`src/rtl/median9_pkg.sv`:
```
package median9_pkg;
  localparam int WIN_SIDE = 3;
  localparam int WIN_N    = WIN_SIDE * WIN_SIDE;
  localparam int RANK_W   = $clog2(WIN_N + 1);
  localparam int HALF_N   = (WIN_N + 1) / 2;
endpackage

```
`src/rtl/sort3_unit.sv`:
```
module sort3_unit #(
  parameter int W = 8
) (
  input  logic [W-1:0] a,
  input  logic [W-1:0] b,
  input  logic [W-1:0] c,
  output logic [W-1:0] lo,
  output logic [W-1:0] mid,
  output logic [W-1:0] hi
);
  logic [W-1:0] s_lo, s_hi, t;

  always_comb begin
    // first pair ordered
    if (a > b) begin s_lo = b; s_hi = a; end
    else       begin s_lo = a; s_hi = b; end
    // third value against the larger
    if (c > s_hi) begin hi = c;    t = s_hi; end
    else          begin hi = s_hi; t = c;    end
    // remainder against the smaller
    if (t > s_lo) begin lo = s_lo; mid = t;    end
    else          begin lo = t;    mid = s_lo; end
  end

  always_comb begin
    assert_row_order_R3: assert (lo <= mid && mid <= hi);
  end
endmodule

```
`src/rtl/cand_stage.sv`:
```
module cand_stage #(
  parameter int W = 8
) (
  input  logic [W-1:0] lo_set  [3],
  input  logic [W-1:0] mid_set [3],
  input  logic [W-1:0] hi_set  [3],
  output logic [W-1:0] cand_a,
  output logic [W-1:0] cand_b,
  output logic [W-1:0] cand_c
);
  logic [W-1:0] a01, b01, m_lo, m_hi, m_t;

  always_comb begin
    a01    = (lo_set[1] > lo_set[0]) ? lo_set[1] : lo_set[0];
    cand_a = (lo_set[2] > a01) ? lo_set[2] : a01;
    b01    = (hi_set[0] > hi_set[1]) ? hi_set[1] : hi_set[0];
    cand_b = (b01 > hi_set[2]) ? hi_set[2] : b01;
    m_lo   = (mid_set[0] > mid_set[1]) ? mid_set[1] : mid_set[0];
    m_hi   = (mid_set[0] > mid_set[1]) ? mid_set[0] : mid_set[1];
    m_t    = (mid_set[2] > m_hi) ? m_hi : mid_set[2];
    cand_c = (m_t > m_lo) ? m_t : m_lo;
  end

  always_comb begin
    assert_mid_pick_R3: assert (cand_c == mid_set[0] || cand_c == mid_set[1] ||
                                cand_c == mid_set[2]);
    assert_lo_pick_R3: assert (cand_a >= lo_set[0] && cand_a >= lo_set[1] &&
                               cand_a >= lo_set[2]);
  end
endmodule

```
`src/rtl/median9_select.sv`:
```
module median9_select
  import median9_pkg::*;
#(
  parameter int PIX_W        = 8,
  parameter bit REGISTER_OUT = 1'b0
) (
  input  logic                   clk,
  input  logic                   rst,
  input  logic                   in_valid,
  input  logic [WIN_N*PIX_W-1:0] win_pix,
  output logic [PIX_W-1:0]       med_out,
  output logic                   med_valid
);
  logic [PIX_W-1:0] pix     [WIN_N];
  logic [PIX_W-1:0] row_lo  [WIN_SIDE];
  logic [PIX_W-1:0] row_mid [WIN_SIDE];
  logic [PIX_W-1:0] row_hi  [WIN_SIDE];
  logic [PIX_W-1:0] cand_a, cand_b, cand_c;
  logic [PIX_W-1:0] f_lo, f_hi, f_t, med_comb;

  for (genvar k = 0; k < WIN_N; k++) begin : g_unpack
    assign pix[k] = win_pix[k*PIX_W +: PIX_W];
  end

  for (genvar r = 0; r < WIN_SIDE; r++) begin : g_row
    sort3_unit #(.W(PIX_W)) u_row (
      .a  (pix[r*WIN_SIDE]),
      .b  (pix[r*WIN_SIDE+1]),
      .c  (pix[r*WIN_SIDE+2]),
      .lo (row_lo[r]),
      .mid(row_mid[r]),
      .hi (row_hi[r])
    );
  end

  cand_stage #(.W(PIX_W)) u_cand (
    .lo_set (row_lo),
    .mid_set(row_mid),
    .hi_set (row_hi),
    .cand_a (cand_a),
    .cand_b (cand_b),
    .cand_c (cand_c)
  );

  // middle of the three candidates
  always_comb begin
    f_lo     = (cand_a > cand_b) ? cand_b : cand_a;
    f_hi     = (cand_a > cand_b) ? cand_a : cand_b;
    f_t      = (cand_c > f_hi) ? f_hi : cand_c;
    med_comb = (f_t > f_lo) ? f_t : f_lo;
  end

  if (REGISTER_OUT) begin : g_reg
    logic [PIX_W-1:0] med_q;
    logic             val_q;
    always_ff @(posedge clk) begin
      if (rst) begin
        med_q <= '0;
        val_q <= 1'b0;
      end else begin
        med_q <= med_comb;
        val_q <= in_valid;
      end
    end
    assign med_out   = med_q;
    assign med_valid = val_q;

    assert_valid_delay_R7: assert property (@(posedge clk) disable iff (rst)
      !$past(rst) |-> med_valid == $past(in_valid));
    assert_reset_clear_R8: assert property (@(posedge clk) disable iff (rst)
      $past(rst) |-> (!med_valid && med_out == '0));
  end else begin : g_comb
    assign med_out   = med_comb;
    assign med_valid = in_valid;
  end

  // rank checker on the combinational median
  logic [RANK_W-1:0] n_le, n_ge;
  logic              all_same;
  always_comb begin
    n_le     = '0;
    n_ge     = '0;
    all_same = 1'b1;
    for (int k = 0; k < WIN_N; k++) begin
      n_le = n_le + RANK_W'(pix[k] <= med_comb);
      n_ge = n_ge + RANK_W'(pix[k] >= med_comb);
      if (pix[k] != pix[0]) all_same = 1'b0;
    end
  end

  assert_rank_R2: assert property (@(posedge clk) disable iff (rst)
    (n_le >= RANK_W'(HALF_N)) && (n_ge >= RANK_W'(HALF_N)));
  assert_uniform_R4: assert property (@(posedge clk) disable iff (rst)
    all_same |-> med_comb == pix[0]);
endmodule

```
`config.mk`:
```
export PLATFORM = sky130hd
export DESIGN_NAME = median9_select
export DESIGN_NICKNAME = d
export VERILOG_FILES = /design/src/rtl/median9_pkg.sv /design/src/rtl/sort3_unit.sv /design/src/rtl/cand_stage.sv /design/src/rtl/median9_select.sv
export SDC_FILE = /design/constraint.sdc
export NUM_CORES = 1
export LEC_CHECK = 0
export ABC_AREA = 1
export BUFFER_PORTS_ARGS = -buffer_cell sky130_fd_sc_hd__buf_2
export CAP_MARGIN = 5
export CORE_UTILIZATION = 55
export DETAILED_ROUTE_END_ITERATION = 8
export GPL_TIMING_DRIVEN = 1
export PLACE_DENSITY_LB_ADDON = 0.3
export SLEW_MARGIN = 20
export SYNTH_ARGS = -nofsm -noshare
export SYNTH_HDL_FRONTEND = slang
export SYNTH_SLANG_ARGS = --single-unit
```
`constraint.sdc`:
```
create_clock -name vclk -period 31
set_input_delay 3.1 -clock vclk [all_inputs]
set_output_delay 3.1 -clock vclk [all_outputs]
set_load 0.01 [all_outputs]
```
### After elaboration in Yosys (flattened, before gate mapping)

Index checks and enable logic that the tools add are counted.

* output and inout port bits: 9
* input port bits: 75
* bits in registers: 0
* word-level logic and storage cells: 49

* multiplexer cells: 30
* magnitude comparators: 19

Operators with widths (number)
* 8-bit 2-to-1 mux: 30
* 8-bit greater-than comparator: 19

### Longest topological paths before layout

Gate-level depths: netlist of the first run.

* depth in word-level cells: 16
* gate-level depth with buffers: 96
* gate-level depth less buffers: 90

### Modules after synthesis

A second synthesis of the first run with hierarchy kept.

* cell total of the unflattened synthesis: 1330
* area total of the unflattened synthesis: 7287.0 um2

By module, submodules not included
* sort3_unit (g_row[0].u_row ...): sequential area each 0.0 um2, cells each 254, area each 1346.3 um2, times used 2
* cand_stage: sequential area each 0.0 um2, cells each 375, area each 2122.0 um2, times used 1
* sort3_unit (g_row[2].u_row): sequential area each 0.0 um2, cells each 253, area each 1363.8 um2, times used 1
* median9_select: sequential area each 0.0 um2, cells each 194, area each 1108.6 um2, times used 1

### Least setup slack after synthesis of the first run

Ideal clock, no wire load.

* kind: input to output
* from: input port win_pix[15]
* to: output port med_out[6]
* required time: 27.900 ns
* setup slack: 14.226 ns
* arrival: 13.674 ns
* stages: 67
* buffers on the path: 8
* cell sequence: inv_1 -> ha_1 -> a21o_1 -> nor2_1 -> nand2_1 -> nand2_2 -> clkbuf_1 -> clkbuf_1 -> o21ai_0 -> inv_1 -> ha_1 -> a21oi_1 -> nor2_1 -> a211oi_1 -> nand2_4 -> nand2_4 -> clkbuf_1 -> o21ai_0 -> [31 not listed] -> o21ai_0 -> inv_1 -> ha_1 -> a21oi_1 -> nor2_1 -> a211oi_1 -> nand2_4 -> nand2_8 -> nand2_2 -> and2_1 -> ha_1 -> nand2_1 -> o21ai_0 -> nand2_1 -> a32oi_1 -> clkbuf_1 -> or2_1 -> nand2_1

* word-level cells in the longest chain between the ends: 16
* elaborated cells between the ends (all ways): 31
* those cells by class: order compare (13); mux (18)

RTL lines
* from (decl): line median9_select.sv:10 `input logic [WIN_N*PIX_W-1:0] win_pix,`
* 8-bit greater-than comparator: line sort3_unit.sv:15 `if (a > b) begin s_lo = b; s_hi = a; end`
* 8-bit 2-to-1 mux: line sort3_unit.sv:15
* 8-bit greater-than comparator: line sort3_unit.sv:18 `if (c > s_hi) begin hi = c; t = s_hi; end`
* 8-bit 2-to-1 mux: line sort3_unit.sv:18
* 8-bit greater-than comparator: line sort3_unit.sv:21 `if (t > s_lo) begin lo = s_lo; mid = t; end`
* 8-bit 2-to-1 mux: line sort3_unit.sv:21
* 8-bit greater-than comparator, on equally long branches: line cand_stage.sv:18, cand_stage.sv:19, cand_stage.sv:14
* 8-bit 2-to-1 mux, on equally long branches: line cand_stage.sv:19, cand_stage.sv:14
* 8-bit greater-than comparator, on equally long branches: line cand_stage.sv:20, cand_stage.sv:15
* 8-bit 2-to-1 mux, on equally long branches: line cand_stage.sv:20, cand_stage.sv:15
* 8-bit greater-than comparator, on equally long branches: line cand_stage.sv:21, median9_select.sv:47, median9_select.sv:48
* 8-bit 2-to-1 mux, on equally long branches: line cand_stage.sv:21, median9_select.sv:48
* 8-bit greater-than comparator: line median9_select.sv:49 `f_t = (cand_c > f_hi) ? f_hi : cand_c;`
* 8-bit 2-to-1 mux: line median9_select.sv:49
* 8-bit greater-than comparator: line median9_select.sv:50 `med_comb = (f_t > f_lo) ? f_t : f_lo;`
* 8-bit 2-to-1 mux (*): line median9_select.sv:50
* to (decl): line median9_select.sv:11 `output logic [PIX_W-1:0] med_out,`

Every way passes the cells marked *; elsewhere a longest branch is shown, timed or not.

### Final worst setup path of the first run

* from: input port win_pix[15]
* to: output port med_out[2]

Same word-level chain as after synthesis.

==> results of run 1 <==
-- final cells by class --
class	count	area (sq um)	share of cell area
multi-input cells	975	5650	0.8327
inverters	141	529.3	0.07800
repair buffers	84	430.4	0.06343
well taps	140	175.2	0.02582
-- logic make-up (layout without fill, tap and decap cells) --
group	Yosys count	after routing	share of synthesized area
adder cells (fa/ha/maj)	143	143	0.2831
AND/OR/NAND/NOR	535	535	0.3619
AO/OA/AOI/OAI	297	297	0.2483
buffers and inverters	176	225	0.1067
-- worst min path at each step --
stage | start | depth (start not counted) | to | slack, ps
finish | in_valid | 0 | med_valid | 6200
global route | in_valid | 0 | med_valid | 6200
CTS | in_valid | 0 | med_valid | 6200
detailed placement | in_valid | 0 | med_valid | 6200
global placement | in_valid | 0 | med_valid | 6200
floorplan | in_valid | 1 | med_valid | 6290
-- per-layer routing --
metal | vias up | track usage | part of all wire
li1 | 3933 | - | -
met1 | 3054 | 0.3561 | 0.48
met2 | 177 | 0.5117 | 0.45
met3 | 24 | 0.01375 | 0.050
met4 | 0 | 0.05810 | 0.023
met5 | - | 0 | 0
-- cell usage in the layout, fill, tap and decap left out --
master | synthesis | layout
nand2_1 | 362 | 362
o21ai_0 | 202 | 200
ha_1 | 143 | 143
inv_1 | 132 | 132
buf_2 | 2 | 80
a21oi_1 | 58 | 58
nand3_1 | 56 | 56
nor2_1 | 51 | 51
nand2_2 | 30 | 30
nand4_1 | 10 | 10
o21ai_1 | 8 | 10
a211oi_1 | 9 | 9
inv_2 | 7 | 7
o211ai_1 | 7 | 7
and2_1 | 7 | 7
nand2_4 | 6 | 6
or2_1 | 4 | 4
buf_4 | 1 | 4
nor2_2 | 3 | 3
or2_2 | 3 | 3
a21o_1 | 2 | 2
o31ai_2 | 1 | 2
clkinv_1 | 2 | 2
o21bai_1 | 2 | 2
o31ai_1 | 3 | 2
o21ai_2 | 2 | 2
o21a_1 | 1 | 1
o221ai_1 | 1 | 1
nor3_1 | 1 | 1
nand3b_1 | 1 | 1
nand2_8 | 1 | 1
a32oi_1 | 1 | 1
-- Yosys cell counts, drive strengths merged (7+ instances only) --
master / number
nand2: 399
o21ai: 212
ha: 143
inv: 139
a21oi: 58
nand3: 56
nor2: 54
clkbuf: 31
nand4: 10
a211oi: 9
and2: 7
o211ai: 7
or2: 7
-- through the flow --
stage / worst slack, ps / hold WS [ps] / instances
after floorplan: 14230 / 6292 / 1151
after global placement: 12320 / 6200 / 1340
after detailed placement: 12130 / 6200 / 1340
after CTS: 12120 / 6200 / 1340
after global routing: 10540 / 6200 / 1340
final: 11990 / 6200 / 1340
-- critical path, delay by kind of cell --
kind,cells,cell delay (ps)
buf+inv,7,1350
compound gates,14,5130
simple gates,33,3810
fa+ha+maj,8,2500
==> flow_summary_export.csv, run 1 <==
group,metric,value,unit
route,vias,7188,
logic_synthesis,syn_inst,1151,
layout,syn2layout_area_growth,7.365,%
logic_synthesis,ys_types,34,
floorplanning,num_io_pins,84,
place,dpl-instance-area,0.006785,sq mm
route,drc,0,
setup_path,crit_slowest_cell,"o31ai_1",
route,vias_per_cell,5.364,
logic_synthesis,synth_fp_nets,1369,
logic_synthesis,seq_area_frac_synth,0,
status,status,"finished, final reports clean",
route,drtIter0Drc,471,
floorplanning,initial_core_util,0.5729,
timing,period_share,0.6134,
layout,nClkBuffers,0,
floorplanning,rows,38,
floorplanning,die_h,109.2,um
timing,finalHoldViolCount,0,
setup_path,worst_setup_path_end_kind,"output port",
setup_path,crit_type,"primary input to output port",
setup_path,arrival,15910,ps
clock_tree,cts_setup_buffers,0,
grt,grt_overflow,0,
hold_path,min_path_type,"primary input to output port",
setup_path,endpoint,"med_out[2]",
floorplanning,core-area,0.01103,sq mm
floorplanning,die_w,109.2,um
route,routed_wl,16200,um
grt,grt_max_degree,33,
route,wire_per_inst,12.09,um
setup_path,required,27900,ps
setup_path,cp-start-kind,"primary input",
route,ant_nets,0,
logic_synthesis,netlist_area,0.006320,sq mm
clock_tree,hold_buffers,0,
layout,fin_area,0.006785,sq mm
place,dp_hpwl,14330,um
route,firstDrtPassIters,5,
timing,finalSetupTns,0,ps
timing,slew_violations,0,
timing,setup_viol,0,
job,max_cap_viol_count,0,
layout,drive_gt1_frac,0.1150,
timing,relSlewSlack,0.2634,
timing,max_freq,52.59,MHz
timing,rsz0062_at_grt,"false",
layout,fillers,1134,
grt,grt_pass1_wl,27000,um
grt,grt_usage,0.2786,
timing,fin_crit,19010,ps
logic_synthesis,synth_top_area_cell,"ha_1",
timing,tightest_slew,1105,ps
grt,antenna_found_initial,0,
place,port_buffers,80,
setup_path,cpMostUsedCell,"nand2_1",
place,place_congestion,0.9511,
layout,fin_nets,1420,
setup_path,max_stage_delay,850,ps
logic_synthesis,ys_warn_count,0,
grt,first_global_vias,6261,
layout,postLayoutCoreUtil,0.6151,
logic_synthesis,ys_top_cells_by_area,"ha_1, nand2_1, o21ai_0",
floorplanning,fp.dieArea,0.01192,sq mm
logic_synthesis,yosysTopAreaCellShare,0.2831,
layout,n_antenna_cell,0,
layout,register_area,0,sq um
clock_tree,cts_resized,0,
layout,n_sequential_cell,0,
logic_synthesis,syn_avg_cell_area,5.491,sq um
setup_path,crit_path_max_fanout,31,
setup_path,startpoint,"win_pix[15]",
Power of run 1 is not shown: default switching activity piles up to over one toggle a cycle in this logic, so the estimate is an artifact.
==> inputs of run 2 (changes only) <==
clock period = 15.45 ns   (was 31 ns; I/O delays follow)
==> run 2 against run 1 <==
Design area is 1.2% higher; sequential share of layout area stayed put; via count is 1.3% higher; worst setup slack worse by 11000 ps; first-iteration DRC count is 8.5% lower; die area stayed put; flip-flop and latch count stayed put.
==> flow_summary_export.csv, run 2 (same netlist as run 1, synthesis figures left out) <==
group,metric,value,unit
layout,n_sequential_cell,0,
timing,fin_crit,14370,ps
setup_path,crit_path_max_fanout,31,
setup_path,worst_setup_path_end_kind,"output port",
setup_path,crit_slowest_cell,"o31ai_2",
timing,slew_violations,0,
setup_path,max_stage_delay,440,ps
route,vias,7284,
layout,layout_common_cells,"nand2_1, o21ai_0, ha_1, inv_1, buf_2",
floorplanning,die_w,109.2,um
layout,syn2layout_area_growth,8.672,%
setup_path,required,13910,ps
hold_path,min_path_type,"primary input to output port",
route,drc,0,
grt,grt_overflow,0,
route,drtIter0Drc,431,
timing,tightest_slew,825.2,ps
timing,finalHoldViolCount,0,
floorplanning,rows,38,
timing,relSlewSlack,0.4461,
clock_tree,hold_buffers,0,
clock_tree,cts_setup_buffers,0,
timing,finalSetupTns,0,ps
layout,register_area,0,sq um
setup_path,cp-start-kind,"primary input",
layout,final_common_cell,"nand2_1",
layout,nClkBuffers,0,
grt,grt_max_degree,33,
route,vias_per_cell,5.412,
floorplanning,fp.dieArea,0.01192,sq mm
timing,period_share,0.9302,
setup_path,critical_path.top_delay_family,"compound AO/OA/AOI/OAI gates",
route,firstDrtPassIters,5,
floorplanning,core-area,0.01103,sq mm
timing,max_freq,69.58,MHz
grt,grt_usage,0.2833,
setup_path,cpMostUsedCell,"ha_1",
route,routed_wl,16470,um
job,max_cap_viol_count,0,
timing,setup_viol,0,
layout,fin_nets,1426,
floorplanning,initial_core_util,0.5729,
layout,postLayoutCoreUtil,0.6226,
setup_path,crit_type,"primary input to output port",
layout,drive_gt1_frac,0.1235,
setup_path,arrival,12830,ps
route,ant_nets,0,
place,dp_hpwl,14380,um
place,place_congestion,0.9675,
floorplanning,die_h,109.2,um
place,port_buffers,80,
timing,rsz0062_at_grt,"false",
grt,first_global_vias,6325,
status,status,"finished, final reports clean",
clock_tree,cts_resized,0,
route,wire_per_inst,12.23,um
grt,grt_pass1_wl,27770,um
setup_path,path_buf_inv,12,
grt,antenna_found_initial,0,
layout,n_antenna_cell,0,
floorplanning,num_io_pins,84,
[run 2: changes by cell type in the layout (fill, tap and decap cells not counted), moves of 2 or more]
cell,change
buf_4,+5
o21ai_1,+2
o21ai_0,-2
a211oi_2,+2
nand2_4,+2
a211oi_1,-2
[run 2: worst paths after layout]
path | from | end | slack, ps | cells past startpoint
min | in_valid | med_valid | 3090 | 0
max | win_pix[15] | med_out[2] | 1080 | 67
[run 2: per-stage QoR]
| stage | instance area (sq um) | hold WS, ps | cells | setup slack [ps] |
|---|---|---|---|---|
| after floorplan | 6320 | 3182 | 1151 | 1786 |
| after global placement | 6823 | 3090 | 1345 | 558.3 |
| after detailed placement | 6823 | 3090 | 1345 | 356.3 |
| after CTS | 6823 | 3090 | 1345 | 323.1 |
| after global routing | 6868 | 3090 | 1346 | 14.33 |
| final | 6868 | 3090 | 1346 | 1078 |
[run 2: layer usage]
metal | part of all wire | vias up | track usage
li1 | - | 3945 | -
met1 | 0.48 | 3152 | 0.3660
met2 | 0.46 | 165 | 0.5175
met3 | 0.041 | 22 | 0.01195
met4 | 0.019 | 0 | 0.05810
met5 | 0 | - | 0
[run 2: cell type report]
cell class / count / area (sq um)
fillers: 1181 / 4163
inverters: 141 / 533.0
multi-input cells: 975 / 5687
well taps: 140 / 175.2
repair buffers: 89 / 467.9
repair inverters: 1 / 5.005
Power of run 2 is left out for the same reason.
==> inputs of run 3 (changes only) <==
BUFFER_PORTS_ARGS = not set   (was -buffer_cell sky130_fd_sc_hd__buf_2)
DONT_BUFFER_PORTS = 1   (was not set)
GPL_TIMING_DRIVEN = 0   (was 1)
==> run 3 against run 2 <==
Critical path depth is 8 higher; flip-flop and latch count stayed put; sequential share of layout area stayed put; fmax is 0.46% higher; core utilization is 2.3 points lower; non-clock buffer count is 52 lower; via count is 0.45% lower; global-route usage is 0.69 points higher; final cell count is 3.9% lower; worst hold slack better by 93 ps; design area is 3.7% lower; critical path type unchanged; highest routed layer unchanged.
==> flow_summary_export.csv, run 3 (same netlist as run 1, synthesis figures left out) <==
group,metric,value,unit
layout,fin_nets,1374,
setup_path,required,13910,ps
layout,postLayoutCoreUtil,0.5994,
setup_path,arrival,12760,ps
route,drc,0,
grt,antenna_found_initial,0,
floorplanning,num_io_pins,84,
layout,final_common_cell,"nand2_1",
route,drtIter0Drc,411,
setup_path,crit_path_max_fanout,10,
route,wire_per_inst,13.04,um
job,max_cap_viol_count,0,
setup_path,worst_setup_path_end_kind,"output port",
timing,fin_crit,14310,ps
setup_path,path_buf_inv,17,
layout,nClkBuffers,0,
layout,drive_gt1_frac,0.07366,
floorplanning,die_h,109.2,um
floorplanning,core-area,0.01103,sq mm
timing,tightest_slew,745.0,ps
timing,max_freq,69.91,MHz
timing,hold_slack,3183,ps
floorplanning,initial_core_util,0.5729,
place,dpl-instance-area,0.006495,sq mm
timing,setup_viol,0,
grt,grt_overflow,0,
timing,slew_violations,0,
setup_path,max_stage_delay,330,ps
route,ant_nets,0,
grt,grt_usage,0.2902,
grt,grt_max_degree,11,
place,port_buffers,0,
layout,fin_area,0.006611,sq mm
timing,finalSetupTns,0,ps
route,routed_wl,16870,um
route,vias_per_cell,5.604,
timing,relSlewSlack,0.4991,
layout,syn2layout_area_growth,4.613,%
clock_tree,hold_buffers,0,
grt,grt_pass1_wl,28300,um
setup_path,critical_path.top_delay_family,"compound AO/OA/AOI/OAI gates",
floorplanning,die_w,109.2,um
setup_path,crit_type,"primary input to output port",
setup_path,crit_slowest_cell,"a211oi_2",
hold_path,min_path_type,"primary input to output port",
timing,finalHoldViolCount,0,
setup_path,cp-start-kind,"primary input",
grt,first_global_vias,6464,
place,dp_hpwl,14880,um
layout,register_area,0,sq um
route,vias,7251,
status,status,"finished, final reports clean",
floorplanning,rows,38,
layout,n_antenna_cell,0,
setup_path,cpMostUsedCell,"nand2_1",
place,place_congestion,0.9209,
floorplanning,fp.dieArea,0.01192,sq mm
route,firstDrtPassIters,5,
layout,n_sequential_cell,0,
layout,layout_common_cells,"nand2_1, o21ai_0, ha_1, inv_1, a21oi_1",
timing,period_share,0.9259,
[run 3: per-stage QoR]
step / setup WS [ps] / instances
6_report: 1145 / 1294
5_1_grt: -36.51 / 1294
4_1_cts: 48.32 / 1291
3_5_place_dp: -162.7 / 1291
3_3_place_gp: 128.6 / 1291
2_1_floorplan: 1786 / 1151
[run 3: cell type report]
cell class / count / area [sq um]
plain buffers: 35 / 170.2
inverters: 141 / 535.5
repair inverters: 1 / 5.005
multi-input cells: 975 / 5710
well taps: 140 / 175.2
fillers: 1166 / 4419
repair buffers: 2 / 15.01
[run 3: layer usage]
metal	vias up	share of wire	global-route usage
li1	3855	-	-
met1	3175	0.46	0.3746
met2	203	0.47	0.5314
met3	18	0.058	0.02032
met4	0	0.012	0.04476
met5	-	0	0
[run 3: path summary, 6_finish.rpt]
path                        start         end  cells past startpoint
worst max-delay path  win_pix[39]  med_out[6]                     75
worst min-delay path     in_valid   med_valid                      1
[run 3: what timing repair did]
item | in CTS | in global routing
buffers inserted | 0 | 2
gates resized for setup | 3 | 60
cloned | 0 | 1
pin swaps | 0 | 3
endpoints found under the setup margin | 8 | 8
Power of run 3 is left out for the same reason.
